<file path="src/rtl/lpg_pkg.sv">
package lpg_pkg;
  typedef enum logic [2:0] {
    TRIG_OFF  = 3'd0,
    TRIG_RISE = 3'd1,
    TRIG_FALL = 3'd2,
    TRIG_ANY  = 3'd3,
    TRIG_LOW  = 3'd4,
    TRIG_HIGH = 3'd5,
    TRIG_RSV6 = 3'd6,
    TRIG_RSV7 = 3'd7
  } trig_e;

  typedef struct packed {
    logic  wake;
    trig_e trig;
    logic  od;
  } pin_cfg_t;

  localparam int unsigned CFG_OD_BIT   = 2;
  localparam int unsigned CFG_TRIG_LSB = 7;
  localparam int unsigned CFG_WAKE_BIT = 10;

  localparam int unsigned REG_OUT     = 0;
  localparam int unsigned REG_OUT_SET = 1;
  localparam int unsigned REG_OUT_CLR = 2;
  localparam int unsigned REG_OEN     = 3;
  localparam int unsigned REG_OEN_SET = 4;
  localparam int unsigned REG_OEN_CLR = 5;
  localparam int unsigned REG_STA     = 6;
  localparam int unsigned REG_STA_SET = 7;
  localparam int unsigned REG_STA_CLR = 8;
  localparam int unsigned REG_IN      = 9;
  localparam int unsigned REG_CFG0    = 10;
endpackage

</file>
<file path="src/rtl/lpg_sync.sv">
module lpg_sync #(
  parameter int unsigned WIDTH  = 22,
  parameter int unsigned STAGES = 2
) (
  input  logic             clk_i,
  input  logic             rst_ni,
  input  logic [WIDTH-1:0] d_i,
  output logic [WIDTH-1:0] q_o
);
  logic [WIDTH-1:0] stg_q [STAGES];

  always_ff @(posedge clk_i or negedge rst_ni) begin
    if (!rst_ni) begin
      for (int s = 0; s < int'(STAGES); s++) stg_q[s] <= '0;
    end else begin
      stg_q[0] <= d_i;
      for (int s = 1; s < int'(STAGES); s++) stg_q[s] <= stg_q[s-1];
    end
  end

  assign q_o = stg_q[STAGES-1];

  generate
    if (STAGES == 2) begin : g_chk
      logic [1:0] age_q;
      always_ff @(posedge clk_i or negedge rst_ni) begin
        if (!rst_ni)          age_q <= '0;
        else if (age_q != 2'd2) age_q <= age_q + 2'd1;
      end
      AST_SYNC_LAT: assert property (@(posedge clk_i) disable iff (!rst_ni)
        (age_q == 2'd2) |-> (q_o == $past(d_i, 2)));
    end
  endgenerate
endmodule

</file>
<file path="src/rtl/lpg_trig.sv">
module lpg_trig
  import lpg_pkg::*;
(
  input  logic  clk_i,
  input  logic  rst_ni,
  input  logic  lvl_i,
  input  trig_e mode_i,
  output logic  hit_o
);
  logic prev_q;

  always_ff @(posedge clk_i or negedge rst_ni) begin
    if (!rst_ni) prev_q <= 1'b0;
    else         prev_q <= lvl_i;
  end

  always_comb begin
    case (mode_i)
      TRIG_RISE: hit_o = lvl_i & ~prev_q;
      TRIG_FALL: hit_o = ~lvl_i & prev_q;
      TRIG_ANY:  hit_o = lvl_i ^ prev_q;
      TRIG_LOW:  hit_o = ~lvl_i;
      TRIG_HIGH: hit_o = lvl_i;
      default:   hit_o = 1'b0;
    endcase
  end

  AST_OFF_SILENT: assert property (@(posedge clk_i) disable iff (!rst_ni)
    (mode_i == TRIG_OFF || mode_i == TRIG_RSV6 || mode_i == TRIG_RSV7) |-> !hit_o);
endmodule

</file>
<file path="src/rtl/lpg_pad_drv.sv">
module lpg_pad_drv (
  input  logic od_i,
  input  logic val_i,
  input  logic en_i,
  output logic pad_o,
  output logic pad_oe_o
);
  always_comb begin
    if (od_i) begin
      pad_o    = 1'b0;
      pad_oe_o = en_i & ~val_i;
    end else begin
      pad_o    = val_i;
      pad_oe_o = en_i;
    end
  end

  always_comb begin
    if (od_i) AST_OD_NO_HIGH: assert (!(pad_oe_o && pad_o));
  end
endmodule

</file>
<file path="src/rtl/lp_gpio_ctrl.sv">
module lp_gpio_ctrl
  import lpg_pkg::*;
#(
  parameter int unsigned NUM_PINS = 22,
  parameter int unsigned DATA_W   = 32,
  parameter int unsigned ADDR_W   = 6
) (
  input  logic                clk_i,
  input  logic                rst_ni,
  input  logic                req_i,
  input  logic                we_i,
  input  logic [ADDR_W-1:0]   addr_i,
  input  logic [DATA_W-1:0]   wdata_i,
  output logic [DATA_W-1:0]   rdata_o,
  input  logic [NUM_PINS-1:0] pad_i,
  output logic [NUM_PINS-1:0] pad_o,
  output logic [NUM_PINS-1:0] pad_oe_o,
  output logic                irq_o,
  output logic                wake_o
);
  localparam int unsigned PIN_LSB = DATA_W - NUM_PINS;

  logic [NUM_PINS-1:0] out_q, oen_q, sta_q;
  logic [NUM_PINS-1:0] pad_sync, hw_set, wake_en;
  pin_cfg_t            cfg_q [NUM_PINS];
  logic [NUM_PINS-1:0] wpins;
  logic                wr;
  logic                unused_wbits;

  assign wr           = req_i & we_i;
  assign wpins        = wdata_i[DATA_W-1:PIN_LSB];
  assign unused_wbits = ^{wdata_i[CFG_TRIG_LSB-1:CFG_OD_BIT+1], wdata_i[CFG_OD_BIT-1:0]};

  function automatic logic sel(input logic [ADDR_W-1:0] a, input int unsigned idx);
    return a == ADDR_W'(idx);
  endfunction

  function automatic logic [NUM_PINS-1:0] upd(
    input logic [NUM_PINS-1:0] cur, input logic [NUM_PINS-1:0] v,
    input logic wd, input logic ws, input logic wc);
    if (wd) return v;
    if (ws) return cur | v;
    if (wc) return cur & ~v;
    return cur;
  endfunction

  lpg_sync #(.WIDTH(NUM_PINS), .STAGES(2)) u_sync (
    .clk_i (clk_i),
    .rst_ni(rst_ni),
    .d_i   (pad_i),
    .q_o   (pad_sync)
  );

  generate
    for (genvar i = 0; i < NUM_PINS; i++) begin : g_pin
      lpg_trig u_trig (
        .clk_i (clk_i),
        .rst_ni(rst_ni),
        .lvl_i (pad_sync[i]),
        .mode_i(cfg_q[i].trig),
        .hit_o (hw_set[i])
      );
      lpg_pad_drv u_drv (
        .od_i    (cfg_q[i].od),
        .val_i   (out_q[i]),
        .en_i    (oen_q[i]),
        .pad_o   (pad_o[i]),
        .pad_oe_o(pad_oe_o[i])
      );
      assign wake_en[i] = cfg_q[i].wake;
    end
  endgenerate

  always_ff @(posedge clk_i or negedge rst_ni) begin
    if (!rst_ni) begin
      out_q <= '0;
      oen_q <= '0;
      sta_q <= '0;
    end else begin
      out_q <= upd(out_q, wpins, wr & sel(addr_i, REG_OUT),
                   wr & sel(addr_i, REG_OUT_SET), wr & sel(addr_i, REG_OUT_CLR));
      oen_q <= upd(oen_q, wpins, wr & sel(addr_i, REG_OEN),
                   wr & sel(addr_i, REG_OEN_SET), wr & sel(addr_i, REG_OEN_CLR));
      // hardware trigger overrides any software clear
      sta_q <= upd(sta_q, wpins, wr & sel(addr_i, REG_STA),
                   wr & sel(addr_i, REG_STA_SET), wr & sel(addr_i, REG_STA_CLR)) | hw_set;
    end
  end

  always_ff @(posedge clk_i or negedge rst_ni) begin
    if (!rst_ni) begin
      for (int i = 0; i < int'(NUM_PINS); i++) cfg_q[i] <= '{wake: 1'b0, trig: TRIG_OFF, od: 1'b0};
    end else begin
      for (int i = 0; i < int'(NUM_PINS); i++) begin
        if (wr && sel(addr_i, REG_CFG0 + i)) begin
          cfg_q[i].wake <= wdata_i[CFG_WAKE_BIT];
          cfg_q[i].trig <= trig_e'(wdata_i[CFG_TRIG_LSB +: 3]);
          cfg_q[i].od   <= wdata_i[CFG_OD_BIT];
        end
      end
    end
  end

  logic [DATA_W-1:0] rd_nx;
  always_comb begin
    rd_nx = '0;
    if (sel(addr_i, REG_OUT)) rd_nx[DATA_W-1:PIN_LSB] = out_q;
    if (sel(addr_i, REG_OEN)) rd_nx[DATA_W-1:PIN_LSB] = oen_q;
    if (sel(addr_i, REG_STA)) rd_nx[DATA_W-1:PIN_LSB] = sta_q;
    if (sel(addr_i, REG_IN))  rd_nx[DATA_W-1:PIN_LSB] = pad_sync;
    for (int i = 0; i < int'(NUM_PINS); i++) begin
      if (sel(addr_i, REG_CFG0 + i)) begin
        rd_nx[CFG_WAKE_BIT]        = cfg_q[i].wake;
        rd_nx[CFG_TRIG_LSB +: 3]   = cfg_q[i].trig;
        rd_nx[CFG_OD_BIT]          = cfg_q[i].od;
      end
    end
  end

  always_ff @(posedge clk_i or negedge rst_ni) begin
    if (!rst_ni)              rdata_o <= '0;
    else if (req_i && !we_i)  rdata_o <= rd_nx;
  end

  assign irq_o  = |sta_q;
  assign wake_o = |(sta_q & wake_en);

  AST_RSV_ZERO: assert property (@(posedge clk_i) disable iff (!rst_ni)
    $past(req_i && !we_i && addr_i < ADDR_W'(REG_CFG0)) |-> (rdata_o[PIN_LSB-1:0] == '0));
  AST_OUT_SET: assert property (@(posedge clk_i) disable iff (!rst_ni)
    (wr && sel(addr_i, REG_OUT_SET)) |=> ((out_q & $past(wpins)) == $past(wpins)));
  AST_HW_WINS: assert property (@(posedge clk_i) disable iff (!rst_ni)
    (|hw_set) |=> ((sta_q & $past(hw_set)) == $past(hw_set)));
  AST_WAKE_IMPL: assert property (@(posedge clk_i) disable iff (!rst_ni)
    wake_o |-> irq_o);
endmodule

</file>
<file path="config.mk">
export PLATFORM = sky130hd
export DESIGN_NAME = lp_gpio_ctrl
export DESIGN_NICKNAME = d
export VERILOG_FILES = /design/src/rtl/lpg_pkg.sv /design/src/rtl/lpg_sync.sv /design/src/rtl/lpg_trig.sv /design/src/rtl/lpg_pad_drv.sv /design/src/rtl/lp_gpio_ctrl.sv
export SDC_FILE = /design/constraint.sdc
export NUM_CORES = 1
export LEC_CHECK = 0
export BUFFER_PORTS_ARGS = -buffer_cell sky130_fd_sc_hd__buf_2
export CAP_MARGIN = 20
export CORE_MARGIN = 2
export CORE_UTILIZATION = 54
export DETAILED_ROUTE_END_ITERATION = 7
export HOLD_SLACK_MARGIN = 0.15
export MAX_ROUTING_LAYER = met4
export PLACE_DENSITY = 0.85
export SYNTH_ARGS = -nofsm -noshare
export SYNTH_HDL_FRONTEND = slang
export SYNTH_SLANG_ARGS = --single-unit
</file>
<file path="constraint.sdc">
create_clock -name clk_i -period 1.6 [get_ports clk_i]
set_input_delay 0.4 -clock clk_i [delete_from_list [all_inputs] [get_ports clk_i]]
set_output_delay 0.4 -clock clk_i [all_outputs]
set_load 0.01 [all_outputs]
</file>
# ---- Word-level counts from Yosys, hierarchy flattened
# Index checks and enable logic that the tools add are counted.
dict set report classes {
  n_eq_ne 141
  bitwise 173
  n_reduce_logical 29
  mux 150
}
# operator count
set op_table {}
lappend op_table {{$mux 22} 22}
lappend op_table {{$eq 3x2->1 const B} 44}
lappend op_table {{$eq 3x3->1 const B} 44}
lappend op_table {{$pmux 1 s5} 22}
lappend op_table {{$eq 6x5->1 const B} 16}
lappend op_table {{$and 22x22->22} 4}
lappend op_table {{$mux 4} 22}
lappend op_table {{$or 22x22->22} 4}
lappend op_table {{$mux 1} 84}
lappend op_table {{$and 1x1->1} 76}
lappend op_table {{$eq 3x1->1 const B} 22}
lappend op_table {{$not 1->1} 66}
lappend op_table {{$eq 6x4->1 const B} 8}
lappend op_table {{$reduce_or 22->1} 2}
lappend op_table {{$eq 6x3->1 const B} 4}
lappend op_table {{$logic_and 1x1->1} 23}
lappend op_table {{$not 22->22} 1}
lappend op_table {{$xor 1x1->1} 22}
lappend op_table {{$eq 6x2->1 const B} 2}
lappend op_table {{$eq 6x1->1 const B} 1}
lappend op_table {{$logic_not 6->1} 1}
lappend op_table {{$reduce_bool 3->1} 2}
lappend op_table {{$logic_not 1->1} 1}
dict set report totals {
  in_bits 64
  wordCells 587
  output_inout_bits 78
  regBits 268
}

# ---- Logic depth before layout (Yosys ltp)
dict set report depth {
  depth_word 27
  depth_mapped 9
  depth_no_buf 7
}

# ---- Hierarchy
# A second synthesis with hierarchy kept.
dict set report hier_totals {
  hier_cells 1306
  hier_area_um2 14293.7
}
# mod cells_each area_each_um2 seq_area_each_um2 instances
set modules_own_cells {}
lappend modules_own_cells {lp_gpio_ctrl 932 10027.1 5054.8 1}
lappend modules_own_cells {lpg_trig 12 122.6 25.0 22}
lappend modules_own_cells {lpg_sync 66 1266.2 1101.1 1}
lappend modules_own_cells {lpg_pad_drv 2 13.8 0.0 22}

# ---- Worst setup path before layout
# OpenSTA, ideal clock, no wires.
dict set report synth_timing {
  path_kind {input-to-reg}
  from {input addr_i[5]}
  to {register sta_q[0]}
  cell_stages 8
  arrival_ns 1.815
  slack_ns -0.343
  setup_ns 0.128
  required_ns 1.472
  path_buffers 3
  path_cell_list {or2_1 buf_6 or2_1 buf_2 or3_4 buf_6 nand3_1 nand3_1}
}
dict set report synth_between {
  elab_chain_cells 9
  word_cells_on_any_way 18
  cone_classes {3 x eq/ne; 11 x mux; 4 x bitwise}
}
# item line
set synth_rtl {}
lappend synth_rtl {{from (decl)} lp_gpio_ctrl.sv:12} ;# input logic [ADDR_W-1:0] addr_i,
lappend synth_rtl {{$eq 6x4->1} lp_gpio_ctrl.sv:35} ;# return a == ADDR_W'(idx);
lappend synth_rtl {{$and 1x1->1} lp_gpio_ctrl.sv:86} ;# wr & sel(addr_i, REG_STA_SET), wr & sel(addr_i, REG_STA_CLR)) | hw_set;
lappend synth_rtl {{$mux 1 (2 in a row)} lp_gpio_ctrl.sv:43} ;# if (wc) return cur & ~v;
lappend synth_rtl {{$mux 1} lp_gpio_ctrl.sv:42} ;# if (ws) return cur | v;
lappend synth_rtl {{$mux 22} lp_gpio_ctrl.sv:44} ;# return cur;
lappend synth_rtl {{$mux 22} lp_gpio_ctrl.sv:43}
lappend synth_rtl {{$mux 22 *} lp_gpio_ctrl.sv:42}
lappend synth_rtl {{$or 22x22->22 *} lp_gpio_ctrl.sv:86}
lappend synth_rtl {{to (signal assigned)} lp_gpio_ctrl.sv:85} ;# sta_q <= upd(sta_q, wpins, wr & sel(addr_i, REG_STA),
lappend synth_rtl {{to (decl)} lp_gpio_ctrl.sv:23} ;# logic [NUM_PINS-1:0] out_q, oen_q, sta_q;
# Every way passes the cells marked *; elsewhere a longest branch is shown, timed or not. The select of a mux whose other input is x is not followed.
# A chain may end at the register's enable or synchronous reset.

# ---- Worst setup path after layout
dict set report layout_timing {
  from {register sta_q[19]}
  to {output irq_o}
}
dict set report layout_between {
  elab_chain_cells 1
}
# item line
set layout_rtl {}
lappend layout_rtl {{$reduce_or 22->1} lp_gpio_ctrl.sv:125} ;# assign irq_o = |sta_q;
lappend layout_rtl {{to (decl)} lp_gpio_ctrl.sv:18} ;# output logic irq_o,
# Every way passes these cells.

==> reports/metrics.yaml <==
pre_cts_ws_ns: -0.706
timing.rr.end: "rdata_o[2]$_DFFE_PN0P_"
die_w_um: 166
dr_total_vias: 13200
num-fill-cells: 1651
n_antenna_cell: 0
setup_tns_ns: -6.05
yosys.area.top_type: "dfrtp_1"
hold_class: "input pin to register"
setup_viol: 52
final_util_pct: 72.3
hold_violations: 0
core-area_um2: 25800
path_class: "register to output port"
clk_latency_ns: 0.57
seq_area_frac_synth_pct: 47.5
layout-area-overhead-vs-synth_pct: 32.4
async_reset_ff_share_pct: 100
cp.buffers_inverters: 2
synth_ff_type: "dfrtp_1"
fmax_ghz: 0.393
reg2reg_depth: 8
postRouteAntennaNets: 0
fp-row-count: 59
totalWireLength_um: 50300
clk_pin_slew_ns: 0.07
die_area_um2: 27400
viasPerCell: 6.48
initial_core_util_pct: 54.6
cp.required_ns: 1.20
synth_edf_count: 0
status: "finished with violations"
grt_max_degree: 63
synth_cell_types: 70
max-cap-violations: 0
synth_top_area_share_pct: 47.5
fin_crit_ns: 2.54
cts_tree: "built"
synth_warnings: 0
startpoint: "sta_q[19]$_DFF_PN0_"
drive_above_1_share_pct: 37.1
relSlewSlack_pct: 62.2
hpwl_um: 33400
cts_root_buf: "clkbuf_16"
p_leak_nw: 8.61
grt_pass1_vias: 13000
ys_ff_latch: 268
syn_area_um2: 14100
worst_slack_ns: -0.943
numCtsBuffers: 29
drt_iter0_drc: 1986
nets: 1794
place.gp.congestion: 0.975
htree_levels: 1
multi_input_area_um2: 7060
dr.pass1.iters: 8
grt_setup_unrepaired: "yes"
grt_pass1_wl_um: 76700
p_per_area_nw_per_um2: 998
rr_startpoint: "cfg_q[80]$_DFFE_PN0P_"
cts_sinks: 268
drc: 0
port_buffers: 129
ioPinCount: 142
arrival_ns: 2.14
reg2reg_slack_ns: -0.10
finalPower_mw: 18.6
tightest_slew_ns: 0.567
track_usage_pct: 36.5
max_stage_delay_ns: 0.44
report.final.slew_viol_count: 0
fin_crit_sh_pct: 159
vdd_drop_max_v: 0.000836
seq_area_um2: 6730
synth_area_leaders: "dfrtp_1 48%, mux2_2 9.2%, o21ai_0 4.1%"
die-height_um: 166
endpoint: "irq_o"
critical_path_depth: 5
wl_per_cell_um: 24.6
violations: "negative setup slack"
antenna_found_initial: 0
cp_max_fo: 2
syn_inst: 1379
path_cells: "nor4_4, buf_4, nand4_1, or4_4, buf_6"
overflow: 0
path_delay_family: "simple AND/OR/NAND/NOR gates"
cp_slowest_cell: "or4_4"
crit_path_end_kind: "output port"
ctsLongestPathBuffers: 3
syn_area_per_cell_um2: 10.2
clock_skew_ns: 0.0249
startpoint_type: "register"
[synthesized netlist by cell type, types with 5 or more instances]
master	instances
buf_1	5
a21boi_0	22
nor2b_1	31
a22oi_1	57
nand2b_1	6
a21oi_1	25
xnor2_1	22
buf_2	26
a31oi_1	26
o21ai_0	115
nand2_1	146
ha_1	44
nor4_1	5
buf_4	53
clkbuf_1	43
dfrtp_1	268
a21o_1	5
a22o_1	24
mux2_2	115
mux2i_1	29
inv_1	69
nand3_1	54
nor2_1	61
a32o_1	23
o22ai_1	16
o21ai_1	5
[flip-flops by register name (all words and copies together), names as in the netlist]
signal and cells:
cfg_q 110, sta_q 22, u_sync.stg_q 22, g_pin.u_trig.prev_q 22, out_q 22, oen_q 22
u_sync.q_o 22, rdata_o 26
[cell usage in the layout (no fill, tap or decap), types with 47 or more instances in the layout]
cell       n
a22oi_1   55
buf_2    123
buf_4    194
dfrtp_1  251
inv_1     68
mux2_2    87
nand2_1  143
nand3_1   50
nor2_1    47
o21ai_0  103
[metrics by stage]
| step | hold slack [ns] | area (um^2) | std cells |
|---|---|---|---|
| 3_3_place_gp | 0.259 | 16500 | 1897 |
| 5_1_grt | 0.169 | 18700 | 2043 |
| 2_1_floorplan | 0.104 | 14500 | 1384 |
| 6_report | 0.162 | 18700 | 2043 |
| 3_5_place_dp | 0.261 | 16500 | 1897 |
| 4_1_cts | 0.150 | 18300 | 2027 |
[cell type report]
cell class	count	area share, %
Multi-Input combinational cell	916	37.8
Timing Repair Buffer	401	17.2
Tap cell	335	2.24
Inverter	70	1.41
Clock buffer	41	4.50
Sequential cell	268	36.0
Clock inverter	12	0.890
[cell families after synthesis]
kind of cell | Yosys count | synth area share, %
buffers and inverters | 200 | 7.12
other | 1 | 0.0266
flip-flops | 268 | 47.5
adder cells (fa/ha/maj) | 44 | 3.90
AND/OR/NAND/NOR | 346 | 11.9
AO/OA/AOI/OAI | 353 | 16.8
XOR/XNOR | 22 | 1.37
multiplexers | 145 | 11.4
[metal layers]
| layer | track usage, % | wire length (um) | vias to the layer above |
|---|---|---|---|
| met1 | 48.7 | 19300 | 6460 |
| met3 | 8.17 | 5730 | 243 |
| li1 | - | - | 5492 |
| met4 | 13.1 | 2440 | 0 |
| met5 | - | 0 | - |
| met2 | 55.0 | 22800 | 1036 |
[worst min-delay path by stage]
stage                     start                 endpoint  slack [ns]  depth (start not counted)
detailed placement       rst_ni  rdata_o[13]$_DFFE_PN0P_        0.26                          1
global route        wdata_i[29]    oen_q[19]$_DFFE_PN0P_        0.17                          2
floorplan                rst_ni     cfg_q[0]$_DFFE_PN0P_        0.10                          0
CTS                 wdata_i[29]    oen_q[19]$_DFFE_PN0P_        0.15                          2
finish              wdata_i[29]    oen_q[19]$_DFFE_PN0P_        0.16                          2
global placement         rst_ni  rdata_o[13]$_DFFE_PN0P_        0.26                          1
[timing repair]
| item | 4_1_cts | 5_1_grt |
|---|---|---|
| pin swaps | 33 | 25 |
| hold buffers | 39 | 0 |
| setup buffers | 38 | 17 |
| setup endpoints to repair | 51 | 96 |
| hold endpoints to repair | 227 | 0 |
| resized for setup | 74 | 56 |
[power breakdown]
group | internal [mW] | switching [mW]
clock | 4.28 | 2.89
sequential | 7.38 | 0.674
combinational | 1.70 | 1.71
Power figures use the tool's default switching activity.
